## config.mk

```make
export PLATFORM = sky130hd
export DESIGN_NAME = job_sequencer
export DESIGN_NICKNAME = d
export VERILOG_FILES = /design/src/rtl/seq_pkg.sv /design/src/rtl/seq_fsm.sv /design/src/rtl/seq_blk_gen.sv /design/src/rtl/seq_cyc_ctr.sv /design/src/rtl/job_sequencer.sv
export SDC_FILE = /design/constraint.sdc
export NUM_CORES = 1
export LEC_CHECK = 0
export BUFFER_PORTS_ARGS = -buffer_cell sky130_fd_sc_hd__buf_2
export CORE_UTILIZATION = 44
export CTS_BUF_LIST = sky130_fd_sc_hd__clkbuf_4
export DETAILED_ROUTE_END_ITERATION = 7
export GPL_ROUTABILITY_DRIVEN = 0
export PLACE_DENSITY = 0.68
export SYNTH_ARGS = -nofsm -noshare
export SYNTH_HDL_FRONTEND = slang
export SYNTH_SLANG_ARGS = --single-unit
```

## constraint.sdc

```tcl
create_clock -name clk -period 6.4 [get_ports clk]
set_input_delay 0.64 -clock clk [delete_from_list [all_inputs] [get_ports clk]]
set_output_delay 0.64 -clock clk [all_outputs]
set_load 0.02 [all_outputs]
```

## src/rtl/seq_pkg.sv

```systemverilog
package seq_pkg;
  typedef enum logic [2:0] {
    ST_IDLE  = 3'd0,
    ST_FETCH = 3'd1,
    ST_DRAIN = 3'd2,
    ST_WB    = 3'd3,
    ST_DONE  = 3'd4
  } seq_state_t;
endpackage

```

## src/rtl/seq_fsm.sv

```systemverilog
module seq_fsm
  import seq_pkg::*;
(
  input  logic       clk,
  input  logic       rst_n,
  input  logic       start,
  input  logic       q_zero,
  input  logic       issue_last,
  input  logic       all_processed,
  input  logic       wb_ready,
  input  logic       wb_done,
  input  logic       ack,
  output seq_state_t state,
  output logic       load,
  output logic       wb_valid
);
  seq_state_t nxt;
  logic       wb_sent;

  assign load     = (state == ST_IDLE) && start;
  assign wb_valid = (state == ST_WB) && !wb_sent;

  always_comb begin
    nxt = state;
    unique case (state)
      ST_IDLE:  if (start) nxt = q_zero ? ST_WB : ST_FETCH;
      ST_FETCH: if (issue_last) nxt = ST_DRAIN;
      ST_DRAIN: if (all_processed) nxt = ST_WB;
      ST_WB:    if (wb_sent && wb_done) nxt = ST_DONE;
      ST_DONE:  if (ack) nxt = ST_IDLE;
      default:  nxt = ST_IDLE;
    endcase
  end

  always_ff @(posedge clk or negedge rst_n) begin
    if (!rst_n) begin
      state   <= ST_IDLE;
      wb_sent <= 1'b0;
    end else begin
      state <= nxt;
      if (wb_valid && wb_ready) wb_sent <= 1'b1;
      else if (state == ST_WB && wb_sent && wb_done) wb_sent <= 1'b0;
    end
  end
endmodule

```

## src/rtl/seq_blk_gen.sv

```systemverilog
module seq_blk_gen
  import seq_pkg::*;
#(
  parameter int AW = 32,
  parameter int QW = 16,
  parameter int CW = 4,
  parameter int K  = 8,
  parameter int BLK_BYTES = 32
) (
  input  logic          clk,
  input  logic          rst_n,
  input  seq_state_t    state,
  input  logic          load,
  input  logic [AW-1:0] src_in,
  input  logic [QW-1:0] q_in,
  input  logic [CW-1:0] last_in,
  input  logic          req_ready,
  input  logic          blk_done,
  output logic          req_valid,
  output logic [AW-1:0] req_addr,
  output logic [CW-1:0] req_items,
  output logic          req_last,
  output logic          issue_last,
  output logic          all_processed
);
  localparam logic [CW-1:0] K_ITEMS = CW'(K);
  localparam logic [AW-1:0] STEP    = AW'(BLK_BYTES);

  logic [AW-1:0] addr_r;
  logic [QW-1:0] q_r;
  logic [QW-1:0] idx_r;
  logic [QW-1:0] proc_r;
  logic [CW-1:0] last_r;
  logic          hs;
  logic          in_flight;

  assign req_valid     = (state == ST_FETCH);
  assign hs            = req_valid && req_ready;
  assign req_last      = ({1'b0, idx_r} + 1'b1) == {1'b0, q_r};
  assign req_items     = req_last ? last_r : K_ITEMS;
  assign req_addr      = addr_r;
  assign issue_last    = hs && req_last;
  assign all_processed = (proc_r == q_r);
  assign in_flight     = (state == ST_FETCH) || (state == ST_DRAIN);

  always_ff @(posedge clk or negedge rst_n) begin
    if (!rst_n) begin
      addr_r <= '0;
      q_r    <= '0;
      idx_r  <= '0;
      proc_r <= '0;
      last_r <= '0;
    end else if (load) begin
      addr_r <= src_in;
      q_r    <= q_in;
      idx_r  <= '0;
      proc_r <= '0;
      last_r <= last_in;
    end else begin
      if (hs) begin
        idx_r  <= idx_r + 1'b1;
        addr_r <= addr_r + STEP;
      end
      if (blk_done && in_flight && !all_processed) proc_r <= proc_r + 1'b1;
    end
  end
endmodule

```

## src/rtl/seq_cyc_ctr.sv

```systemverilog
module seq_cyc_ctr
  import seq_pkg::*;
#(
  parameter int TW = 32
) (
  input  logic          clk,
  input  logic          rst_n,
  input  seq_state_t    state,
  input  logic          load,
  output logic [TW-1:0] count
);
  logic busy;
  assign busy = (state == ST_FETCH) || (state == ST_DRAIN) || (state == ST_WB);

  always_ff @(posedge clk or negedge rst_n) begin
    if (!rst_n)     count <= '0;
    else if (load)  count <= '0;
    else if (busy)  count <= count + 1'b1;
  end
endmodule

```

## src/rtl/job_sequencer.sv

```systemverilog
module job_sequencer
  import seq_pkg::*;
#(
  parameter int AW = 32,
  parameter int QW = 16,
  parameter int K  = 8,
  parameter int ITEM_BYTES = 4,
  parameter int TW = 32,
  parameter int CW = $clog2(K + 1)
) (
  input  logic          clk,
  input  logic          rst_n,
  input  logic          cfg_start,
  input  logic          cfg_ack,
  input  logic [AW-1:0] cfg_src_addr,
  input  logic [AW-1:0] cfg_dst_addr,
  input  logic [QW-1:0] cfg_nblocks,
  input  logic [CW-1:0] cfg_last_items,
  output logic          fet_req_valid,
  input  logic          fet_req_ready,
  output logic [AW-1:0] fet_req_addr,
  output logic [CW-1:0] fet_req_items,
  output logic          fet_req_last,
  input  logic          blk_done,
  output logic          wb_req_valid,
  input  logic          wb_req_ready,
  output logic [AW-1:0] wb_req_addr,
  input  logic          wb_done,
  output logic          irq,
  output logic [TW-1:0] cyc_count
);
  localparam int BLK_BYTES = K * ITEM_BYTES;

  seq_state_t    state;
  logic          load;
  logic          issue_last;
  logic          all_processed;
  logic [AW-1:0] dst_r;

  seq_fsm u_fsm (
    .clk           (clk),
    .rst_n         (rst_n),
    .start         (cfg_start),
    .q_zero        (cfg_nblocks == '0),
    .issue_last    (issue_last),
    .all_processed (all_processed),
    .wb_ready      (wb_req_ready),
    .wb_done       (wb_done),
    .ack           (cfg_ack),
    .state         (state),
    .load          (load),
    .wb_valid      (wb_req_valid)
  );

  seq_blk_gen #(
    .AW(AW), .QW(QW), .CW(CW), .K(K), .BLK_BYTES(BLK_BYTES)
  ) u_blk (
    .clk           (clk),
    .rst_n         (rst_n),
    .state         (state),
    .load          (load),
    .src_in        (cfg_src_addr),
    .q_in          (cfg_nblocks),
    .last_in       (cfg_last_items),
    .req_ready     (fet_req_ready),
    .blk_done      (blk_done),
    .req_valid     (fet_req_valid),
    .req_addr      (fet_req_addr),
    .req_items     (fet_req_items),
    .req_last      (fet_req_last),
    .issue_last    (issue_last),
    .all_processed (all_processed)
  );

  seq_cyc_ctr #(.TW(TW)) u_ctr (
    .clk   (clk),
    .rst_n (rst_n),
    .state (state),
    .load  (load),
    .count (cyc_count)
  );

  always_ff @(posedge clk or negedge rst_n) begin
    if (!rst_n)    dst_r <= '0;
    else if (load) dst_r <= cfg_dst_addr;
  end

  assign wb_req_addr = dst_r;
  assign irq         = (state == ST_DONE);
endmodule

```

# --- Yosys cells after proc, flatten, opt, wreduce, memory -nomap -nowiden ---
# Index checks and enable logic that the tools add are counted.
totals:
  regBits: 152
  inputBits: 92
  output_inout_bits: 104
  elab_cells: 64
classes:
  add_sub_neg: 5
  n_eq_ne: 11
  mux: 18
  reduce_logical: 21
op_table:
  columns: ["op", "n"]
  rows:
  - ["32-bit 2-to-1 mux", 4]
  - ["16-bit 2-to-1 mux", 4]
  - ["16-bit by 1-bit adder with 16-bit output (second input constant)", 2]
  - ["32-bit by 1-bit adder with 32-bit output (second input constant)", 1]
  - ["32-bit by 6-bit adder with 32-bit output (second input constant)", 1]
  - ["16-bit by 1-bit adder with 17-bit output (second input constant)", 1]
  - ["17-bit by 16-bit == test with 1-bit output", 1]
  - ["16-bit == test", 1]
  - ["16-bit zero test", 1]
  - ["3-bit 2-to-1 mux", 5]
  - ["3-bit case mux with 5 select lines", 1]
  - ["1-bit logical AND", 10]
  - ["2-bit inequality test (second input constant)", 4]
  - ["2-bit nonzero test", 4]
  - ["3-bit by 2-bit == test with 1-bit output (second input constant)", 2]
  - ["5-bit AND reduction", 1]
  - ["4-bit 2-to-1 mux", 1]
  - ["3-bit by 1-bit == test with 1-bit output (second input constant)", 1]
  - ["3-bit == test (second input constant)", 1]
  - ["3-bit zero test", 1]
  - ["1-bit zero test", 2]
  - ["1-bit logical OR", 2]
  - ["1-bit 2-to-1 mux", 2]
  - ["2-bit 2-to-1 mux", 1]
  - ["2-bit by 1-bit inequality test with 1-bit output (second input constant)", 1]

# --- Depth between registers and ports, before layout ---
# Gate-level depths: netlist of the first run.
depth:
  word_depth: 6
  mapped_depth: 10
  mapped_depth_nobuf: 8

# --- Modules after synthesis ---
# Synthesis of the first run repeated with hierarchy kept, for this count alone.
hier_totals:
  cells_unflattened: 790
  area_unflattened_um2: 8146.6
by_module_without_submodules:
  columns: ["mod", "instances", "cells_per_inst", "area_per_inst_um2", "seq_area_each_um2"]
  rows:
  - ["seq_blk_gen", 1, 502, 4745.8, 2102.0]
  - ["seq_cyc_ctr", 1, 190, 1785.5, 800.8]
  - ["job_sequencer", 1, 74, 1386.3, 800.8]
  - ["seq_fsm", 1, 24, 229.0, 100.1]

# --- Worst setup path after synthesis of the first run ---
# No wires, ideal clock.
synth_timing:
  kind: "flip-flop to output port"
  start: "reg u_blk.idx_r[0]"
  end: "out fet_req_items[0]"
  arrival_time_ps: 2503
  t_required_ps: 5760
  slack_ps: 3257
  stages_incl_launch_ff: 11
  path_buffers: 2
  path_cell_list: "dfrtp_1 -> ha_1 -> clkbuf_2 -> and4_1 -> buf_2 -> and3_1 -> nor3b_1 -> or4_1 -> o2111ai_1 -> nor4_4 -> and2_1"
synth_between:
  elab_chain_cells: 3
synth_rtl:
  columns: ["element", "line_no", "source"]
  rows:
  - ["start: declaration", "seq_blk_gen.sv:31", "logic [QW-1:0] idx_r;"]
  - ["start signal: assignment", "seq_blk_gen.sv:61", "idx_r <= idx_r + 1'b1;"]
  - ["16-bit by 1-bit adder with 17-bit output", "seq_blk_gen.sv:39", "assign req_last = ({1'b0, idx_r} + 1'b1) == {1'b0, q_r};"]
  - ["17-bit by 16-bit == test with 1-bit output", "seq_blk_gen.sv:39", null]
  - ["named net fet_req_last", "job_sequencer.sv:23", "output logic fet_req_last,"]
  - ["4-bit 2-to-1 mux", "seq_blk_gen.sv:40", "assign req_items = req_last ? last_r : K_ITEMS;"]
  - ["end: declaration", "job_sequencer.sv:22", "output logic [CW-1:0] fet_req_items,"]
# The timed path passes the listed nets, and every way through them passes these cells.

# --- Worst setup path in the final report of the first run ---
layout_timing:
  start: "reg u_blk.idx_r[0]"
  end: "out fet_req_items[0]"
layout_between:
  elab_chain_cells: 3
layout_rtl:
  columns: ["element", "line_no"]
  rows:
  - ["16-bit by 1-bit adder with 17-bit output", "seq_blk_gen.sv:39"]
  - ["17-bit by 16-bit == test with 1-bit output", "seq_blk_gen.sv:39"]
  - ["4-bit 2-to-1 mux", "seq_blk_gen.sv:40"]
# Every way passes these cells.

==> metrics.txt, run 1 <==
setup TNS 0 ns; Critical Path RT 5.76 ns; reg2reg setup slack 3.50 ns; worst skew pair latency 0.59 ns; Crit Path Class flop to primary output; number of synthesized flops with an enable pin 0; asr flop ratio synth 100%; largest net degree at the start of global routing 92; Final #Nets 1171; combinational power share 40.3%; Fmax 0.246 GHz; wire per inst 15.8 microns; vias per inst 5.34; Cells after Synth 906; initial drt markers 499; count of input and output buffers 195; grt ovf 0; switching part of the total 46.1%; internal power 1980 uW; largest buffer count on any clock path 2; Total Routing Usage GR 23.4%; drc violations 0; Synth cell types 56; skew final 0.0231 ns; clock-pin transition on the worst setup and hold timing paths 0.15 ns; Peak VDD IR 297 uV; status complete, no violations; Net Sw Power 1690 uW; Hold WC Path Type input pin to asynchronous set/reset pin; CTS buffer count 17; Slew Limit Fails 0; cell family with most CP delay simple AND/OR/NAND/NOR gates; crit path max fanout 8; RSZ-0062 raised after global routing no; Die Footprint 0.0184 sq mm; initial antenna violation count 4; first-pass GRT wire length 33600 microns; CP max stage delay 0.53 ns; final setup vio count 0; Hold-fix buffers, CTS 0; commonest cells after routing, fill and taps aside nand2_1 (228), buf_2 (194), dfrtp_1 (152), nor2_1 (73), o21ai_0 (56); Final Util 53.1%; Max Cap Violations 0; commonest non-fill, non-tap cell in the layout nand2_1; main area contributors after synthesis dfrtp_1 (48%), nand2_1 (11%), xor2_1 (5.5%), o21ai_0 (3.6%), nor2_1 (3.5%); Initial Utilization 45.3%; CTS tree yes; Pre-Repair DR Iteration Count 6; post-DP HPWL 14500 microns; final hold violation count 0; fill cell count 1655; clock network fraction of design power 15.5%; Mapped Nets 1002; setup bufs post-CTS 0; post-synthesis sequential area ratio 48.4%; core area 0.0174 sq mm; max_slew headroom 43.3%; measured slew at the worst slew-check pin 0.847 ns; Root Driver clkbuf_4; Setup crit end kind primary output; Layout area overhead 17.4%; H-tree levels 4; Mapped Area 0.00786 sq mm; Sequential Power Share 44.2%; via count 7024; critical path, cell by cell ha_1, and4_1, nand3_1, nor2_1, xnor2_1, o211ai_1, nor4_4, and2_1, buf_2; die width 136 microns; ratio of cells with drive above 1 in the final layout 22.4%; Pleak 0.00460 uW; final period utilization 63.6%; clk sinks 152; area leader, netlist dfrtp_1; fin crit period 4.07 ns; DIE HEIGHT 136 microns; synth warn 0; vias in the first global route 6745; Main synth FF type dfrtp_1; num rows 48; post-synth top area share 48.4%; final wirelength 20800 microns; Critical Path Source Type flop; Cell Pwr Density 399 mW/mm^2; CP max-delay cell nor4_4; synthesis-stage register bit count 152; post-CTS resize count 0; CP Buf/Inv Count 1; Critical Path AT 3.43 ns; antenna viol nets, final 0; average size of a mapped cell 8.67 sq um; io pins 196
## worst register-to-register path, stage by stage (launching register included)
cell      delay, ns
dfrtp_1        0.53
nor4b_4        0.33
buf_4          0.68
o211ai_1       0.21
or4_1          0.61
or3_1          0.33
a21oi_1        0.14
## kinds of logic after synthesis
group | count (synthesis) | synth area share [%]
AOI/OAI and AO/OA | 149 | 11.7
buffers and inverters | 61 | 3.20
and+or+nand+nor | 465 | 27.6
DFF | 152 | 48.4
adders and majority gates | 4 | 0.637
muxes | 4 | 0.541
xor gates and xnor gates | 71 | 7.92
## flip-flops by register name, indices dropped and copies added, names as in the netlist
register / cells
u_blk.req_addr: 32
u_ctr.count: 32
wb_req_addr: 32
u_blk.idx_r: 16
u_blk.proc_r: 16
u_blk.q_r: 16
u_blk.last_r: 4
u_fsm.state: 3
u_fsm.wb_sent: 1
## metrics by stage
step	hold slack (ns)	total power [uW]	cell area (sq um)	std cells	worst slack, ns
after global routing	0.137	3940	9220	1315	1.92
final	0.109	3680	9220	1316	2.33
after CTS	0.127	3700	9220	1313	2.30
after global placement	0.454	3100	8950	1281	3.02
after detailed placement	0.455	3130	8950	1281	2.96
after floorplan	0.344	2590	7860	906	3.26
## cells in the mapped netlist, types with 5 or more instances
| cell type | instances |
|---|---|
| and4_1 | 6 |
| nand2_1 | 228 |
| a31oi_1 | 10 |
| nor3_1 | 15 |
| o211ai_1 | 5 |
| buf_2 | 5 |
| nor2_1 | 73 |
| xor2_1 | 49 |
| o31ai_1 | 7 |
| and3_1 | 18 |
| clkbuf_1 | 39 |
| and2_1 | 9 |
| or3_1 | 11 |
| nor4_1 | 13 |
| a21oi_1 | 37 |
| dfrtp_1 | 152 |
| o21ai_0 | 56 |
| nand3_1 | 41 |
| o311ai_0 | 7 |
| nand4_1 | 20 |
| xnor2_1 | 22 |
| inv_1 | 9 |
| a221o_1 | 8 |
| nor3b_1 | 6 |
## power by group through the flow
| stage | registers, uW | clock network, uW | logic [uW] |
|---|---|---|---|
| finish | 1620 | 570 | 1480 |
| global route | 1670 | 628 | 1630 |
| CTS | 1620 | 588 | 1500 |
| detailed placement | 1630 | 0 | 1500 |
| global placement | 1630 | 0 | 1470 |
| floorplan | 1780 | 0 | 809 |
## layout make-up
| cell class | instances | area (sq um) | area share (%) |
|---|---|---|---|
| diodes | 3 | 7.51 | 0.0814 |
| clock buffers | 17 | 128 | 1.38 |
| flip-flops and latches | 152 | 3800 | 41.2 |
| well taps | 225 | 282 | 3.05 |
| repair buffers | 202 | 1030 | 11.2 |
| clock inverters | 15 | 134 | 1.45 |
| inverters | 9 | 33.8 | 0.366 |
| multi-input cells | 693 | 3800 | 41.2 |
## routing by layer
metal / track usage [%] / part of all wire, % / up-vias
li1: - / - / 3462
met1: 30.9 / 45 / 3328
met2: 36.4 / 46 / 200
met3: 7.00 / 6.2 / 32
met4: 7.68 / 2.1 / 2
met5: 0 / 0.063 / -
## final timing paths
| kind | start | to | cells after the start |
|---|---|---|---|
| min in group clk | cfg_dst_addr[13] | wb_req_addr[13] | 3 |
| setup reg to reg | u_fsm.state[1] | u_ctr.count[30] | 6 |
| max in group asynchronous | rst_n | wb_req_addr[3] | 2 |
| hold reg to reg | u_blk.last_r[1] | u_blk.last_r[1] | 2 |
| hold / removal | rst_n | u_blk.idx_r[2] | 1 |
| setup / recovery | u_blk.idx_r[0] | fet_req_items[0] | 9 |
No activity file was read; power rests on OpenSTA's default activity.
==> inputs of run 2 (changes only) <==
==> constraint.sdc (replaced) <==
create_clock -name clk -period 4 [get_ports clk]
set_input_delay 0.4 -clock clk [delete_from_list [all_inputs] [get_ports clk]]
set_output_delay 0.4 -clock clk [all_outputs]
set_load 0.02 [all_outputs]
==> metrics.txt, run 2 (same netlist as run 1, synthesis figures left out) <==
status complete, no violations; setup TNS 0 ns; Layout area overhead 21.3%; Die Footprint 0.0184 sq mm; final wirelength 21300 microns; Hold WC Path Type input pin to flop; num rows 48; crit path max fanout 8; count of input and output buffers 195; grt ovf 0; drc violations 0; non-filler cells, final 1342; H-tree levels 4; vias in the first global route 6873; switching part of the total 44.3%; ratio of cells with drive above 1 in the final layout 21.9%; RSZ-0062 raised after global routing no; R2R Path Start u_blk.idx_r[0]; initial antenna violation count 2; CTS tree yes; DIE HEIGHT 136 microns; fin crit period 3.71 ns; Total Routing Usage GR 23.9%; die width 136 microns; Hold EP wb_req_addr[14]; final hold violation count 0; first-pass GRT wire length 34400 microns; Net Sw Power 2670 uW; internal power 3350 uW; commonest non-fill, non-tap cell in the layout nand2_1; critical path, cell by cell ha_1, and4_1, and3_1, nor3b_1, or4_1, o2111ai_1, nor4_4, buf_4, and2_1, buf_2; Slew Limit Fails 0; Final #Nets 1198; largest net degree at the start of global routing 96; antenna viol nets, final 0; Critical Path RT 3.60 ns; largest buffer count on any clock path 2; Critical Path Source Type flop; Fmax 0.269 GHz; Multi-input gate area 0.00380 sq mm; clock-pin transition on the worst setup and hold timing paths 0.13 ns; Initial Utilization 45.3%; reg2reg setup slack 1.23 ns; io pins 196; CP max-delay cell or4_1; FF-to-FF path depth 9; Critical Path AT 3.31 ns; clk sinks 152; fill cell count 1604; wire per inst 15.9 microns; combinational power share 39.8%; skew final 0.0236 ns; Crit Path Class flop to primary output; final period utilization 92.8%; vias per inst 5.33; measured slew at the worst slew-check pin 1.01 ns; Max Cap Violations 0; commonest cells after routing, fill and taps aside nand2_1 (228), buf_2 (194), dfrtp_1 (152), nor2_1 (73), o21ai_0 (56); post-DP HPWL 14500 microns; clock network fraction of design power 17.0%; CP max stage delay 0.50 ns; Pleak 0.00472 uW; max_slew headroom 32.3%; via count 7147; worst skew pair latency 0.56 ns; final setup vio count 0; Peak VDD IR 374 uV; DP Cell Count 1282; Cell Pwr Density 632 mW/mm^2; Setup crit end kind primary output; Root Driver clkbuf_4; core area 0.0174 sq mm; CP Buf/Inv Count 2; Seq. cell area 0.00380 sq mm; initial drt markers 471; Hold Startpoint cfg_dst_addr[14]; WHS Path Cells 3; RR Endpoint u_fsm.state[1]; Sequential Power Share 43.3%; cell family with most CP delay simple AND/OR/NAND/NOR gates; Pre-Repair DR Iteration Count 5; CTS buffer count 17
## run 2: cell count changes in the layout (fill, tap and decap cells not counted), sizes merged, moves of 2 or more
cell and delta:
clkinv +2, clkinvlp +2, buf +2, dlygate4sd3 +25
bufinv +3, inv -7
## run 2: through the flow
| step | setup WS [ns] | total power (uW) | hold slack (ns) | util [%] | instance area, sq um |
|---|---|---|---|---|---|
| 2_1_floorplan | 1.10 | 4150 | 0.104 | - | 7860 |
| 3_3_place_gp | 0.832 | 4950 | 0.455 | 51.6 | 8960 |
| 3_5_place_dp | 0.787 | 5010 | 0.457 | 51.6 | 8960 |
| 4_1_cts | 0.149 | 6060 | 0.000727 | 54.6 | 9480 |
| 5_1_grt | 0.0237 | 6450 | 0.000209 | 54.9 | 9530 |
| 6_report | 0.287 | 6020 | 0.0328 | 54.9 | 9530 |
## run 2: power groups by stage
stage,Clock (uW),Sequential [uW],Combinational (uW)
finish,1020,2610,2390
global route,1110,2680,2650
CTS,1050,2600,2410
detailed placement,0,2600,2400
global placement,0,2610,2350
floorplan,0,2850,1300
## run 2: cell type report
class                      count  share of cell area, %
timing repair buffer         229                   13.6
sequential                   152                   39.9
antenna                        2                 0.0525
inverter                       9                  0.354
clock buffer                  17                   1.34
clock inverter                15                   1.86
tap                          225                   2.95
multi-input combinational    693                   39.9
## run 2: how the worst max path moves through the flow
stage | startpoint | to | slack, ns | cells past startpoint
after floorplan | u_blk.idx_r[0] | fet_req_items[0] | 1.10 | 10
after global placement | u_blk.idx_r[0] | fet_req_items[0] | 0.83 | 9
after detailed placement | u_blk.idx_r[0] | fet_req_items[0] | 0.79 | 9
after CTS | u_blk.idx_r[0] | fet_req_items[0] | 0.15 | 9
after global routing | u_blk.idx_r[0] | fet_req_items[2] | 0.02 | 10
final | u_blk.idx_r[0] | fet_req_items[2] | 0.29 | 10
## run 2: timing repair
action,CTS,global route
hold buffers,21,4
gates resized for setup,0,0
buffers inserted,0,1
endpoints found under the setup margin,0,5
endpoints found under the hold margin,113,4
## run 2: worst register-to-register path, delay by kind of cell, from the launching register on
family	cells	cell delay, ns
flip-flops	1	0.47
adder cells (fa/ha/maj)	1	0.32
buffers and inverters	1	0.18
AO/OA/AOI/OAI	2	0.37
AND/OR/NAND/NOR	5	1.34
## run 2: layer usage
layer / GRT usage [%] / part of all wire, %
met5: 0 / 0
met4: 8.36 / 2.2
met3: 6.55 / 5.8
met2: 36.3 / 46
met1: 32.6 / 46
==> inputs of run 3 (changes only) <==
--- a/config.mk
+++ b/config.mk
@@ -6,6 +6,7 @@
 export NUM_CORES = 1
 export LEC_CHECK = 0
 export BUFFER_PORTS_ARGS = -buffer_cell sky130_fd_sc_hd__buf_2
+export CORE_ASPECT_RATIO = 2
 export CORE_UTILIZATION = 44
 export CTS_BUF_LIST = sky130_fd_sc_hd__clkbuf_4
 export DETAILED_ROUTE_END_ITERATION = 7
==> metrics.txt, run 3 (same netlist as run 1, synthesis figures left out) <==
core area 0.0174 sq mm; R2R Path Start u_blk.idx_r[0]; measured slew at the worst slew-check pin 0.754 ns; Total Routing Usage GR 25.9%; clk sinks 152; Critical Path Source Type flop; num rows 68; H-tree levels 4; die width 96.5 microns; Setup crit end fet_req_items[2]; Fmax 0.266 GHz; post-DP HPWL 16000 microns; Pleak 0.00478 uW; CTS tree yes; crit path max fanout 12; clock-pin transition on the worst setup and hold timing paths 0.14 ns; wire per inst 16.9 microns; RR Endpoint u_fsm.state[1]; Hold WC Path Type input pin to flop; Max Cap Violations 0; Critical Path RT 3.60 ns; Die Footprint 0.0184 sq mm; Initial Utilization 45.3%; Pre-Repair DR Iteration Count 4; first-pass GRT wire length 36400 microns; initial drt markers 285; status complete, no violations; CTS buffer count 17; GRT Max-Usage Layer met2; vias in the first global route 7520; max_slew headroom 49.8%; largest buffer count on any clock path 2; antenna viol nets, final 0; worst skew pair latency 0.56 ns; commonest non-fill, non-tap cell in the layout nand2_1; Crit Path Class flop to primary output; PnR worst setup slack 0.248 ns; final period utilization 93.8%; reg2reg setup slack 1.24 ns; post-CTS resize count 0; final setup vio count 0; hold slack 0.0498 ns; initial antenna violation count 2; count of input and output buffers 195; final wirelength 22700 microns; Final #Nets 1211; Setup crit end kind primary output; Slew Limit Fails 0; critical path startpoint u_blk.idx_r[5]; drc violations 0; DIE HEIGHT 191 microns; FF-to-FF path depth 9; commonest cells after routing, fill and taps aside nand2_1 (228), buf_2 (194), dfrtp_1 (152), nor2_1 (73), o21ai_0 (56); Cell Pwr Density 629 mW/mm^2; Root Driver clkbuf_4; vias per inst 5.52; Final Util 55.5%; GR Util met1 27.4%; global-route met2 utilization 45.6%; grt ovf 0; RSZ-0062 raised after global routing no; pre-CTS setup slack 0.704 ns; Peak VDD IR 375 uV; M3 GR Usage 5.77%; final hold violation count 0; largest net degree at the start of global routing 83; ratio of cells with drive above 1 in the final layout 21.9%; io pins 196; Layout area overhead 22.6%; Critical Path AT 3.35 ns; setup TNS 0 ns; fin crit period 3.75 ns; skew final 0.0265 ns; total power 6060 uW; via count 7400
run 3: cell count changes in the layout (fill, tap and decap cells not counted):
cell           previous run  this run
dlygate4sd3_1            25        37
clkbuf_4                 17        20
clkinv_1                  3         1
clkinv_2                  0         2
clkinv_4                  3         1
buf_4                     9        10
inv_8                     1         0
run 3: final cells by class:
type,count,area [sq um]
fill,1676,7720
clock buffer,20,150
clock inverter,12,151
multi-input combinational,693,3800
antenna,2,5.00
timing repair buffer,242,1430
inverter,9,33.8
tap,210,263
sequential,152,3800
run 3: how the worst min path moves through the flow:
stage / endpoint / depth (start not counted) / start
floorplan: u_blk.idx_r[0] / 0 / rst_n
global placement: wb_req_addr[14] / 2 / wb_req_addr[14]
detailed placement: wb_req_addr[26] / 2 / wb_req_addr[26]
CTS: wb_req_addr[15] / 3 / cfg_dst_addr[15]
global route: u_fsm.wb_sent / 2 / wb_done
finish: wb_req_addr[25] / 3 / cfg_dst_addr[25]
run 3: what timing repair did:
action / 4_1_cts / 5_1_grt
endpoints found under the setup margin: 0 / 5
setup buffers: 0 / 1
endpoints found under the hold margin: 113 / 2
hold buffers: 35 / 2
run 3: power by group:
| part | switching, uW | internal [uW] | total [uW] | leakage [uW] |
|---|---|---|---|---|
| clock | 567 | 452 | 1020 | 0.000153 |
| sequential | 577 | 2020 | 2600 | 0.00199 |
| combinational | 1540 | 904 | 2440 | 0.00264 |
run 3: worst max-delay path, stage by stage, from the launching register on:
cell     delay [ns]
dfrtp_1        0.59
nand4_1        0.32
nor3_2         0.35
nand3_1        0.15
o31ai_1        0.36
nand4_1        0.21
nor4_4         0.28
buf_4          0.22
and2_1         0.15
buf_2          0.16
run 3: through the flow:
step / area [sq um] / std cells
6_report: 9640 / 1340
2_1_floorplan: 7860 / 906
5_1_grt: 9640 / 1340
3_3_place_gp: 8950 / 1268
3_5_place_dp: 8950 / 1268
4_1_cts: 9600 / 1335
run 3: layer usage:
| metal | wire length (microns) | part of all wire (%) | vias up |
|---|---|---|---|
| met3 | 1000 | 4.4 | 70 |
| met5 | 0 | 0 | - |
| li1 | - | - | 3548 |
| met2 | 12100 | 53 | 235 |
| met4 | 1180 | 5.2 | 0 |
| met1 | 8390 | 37 | 3547 |
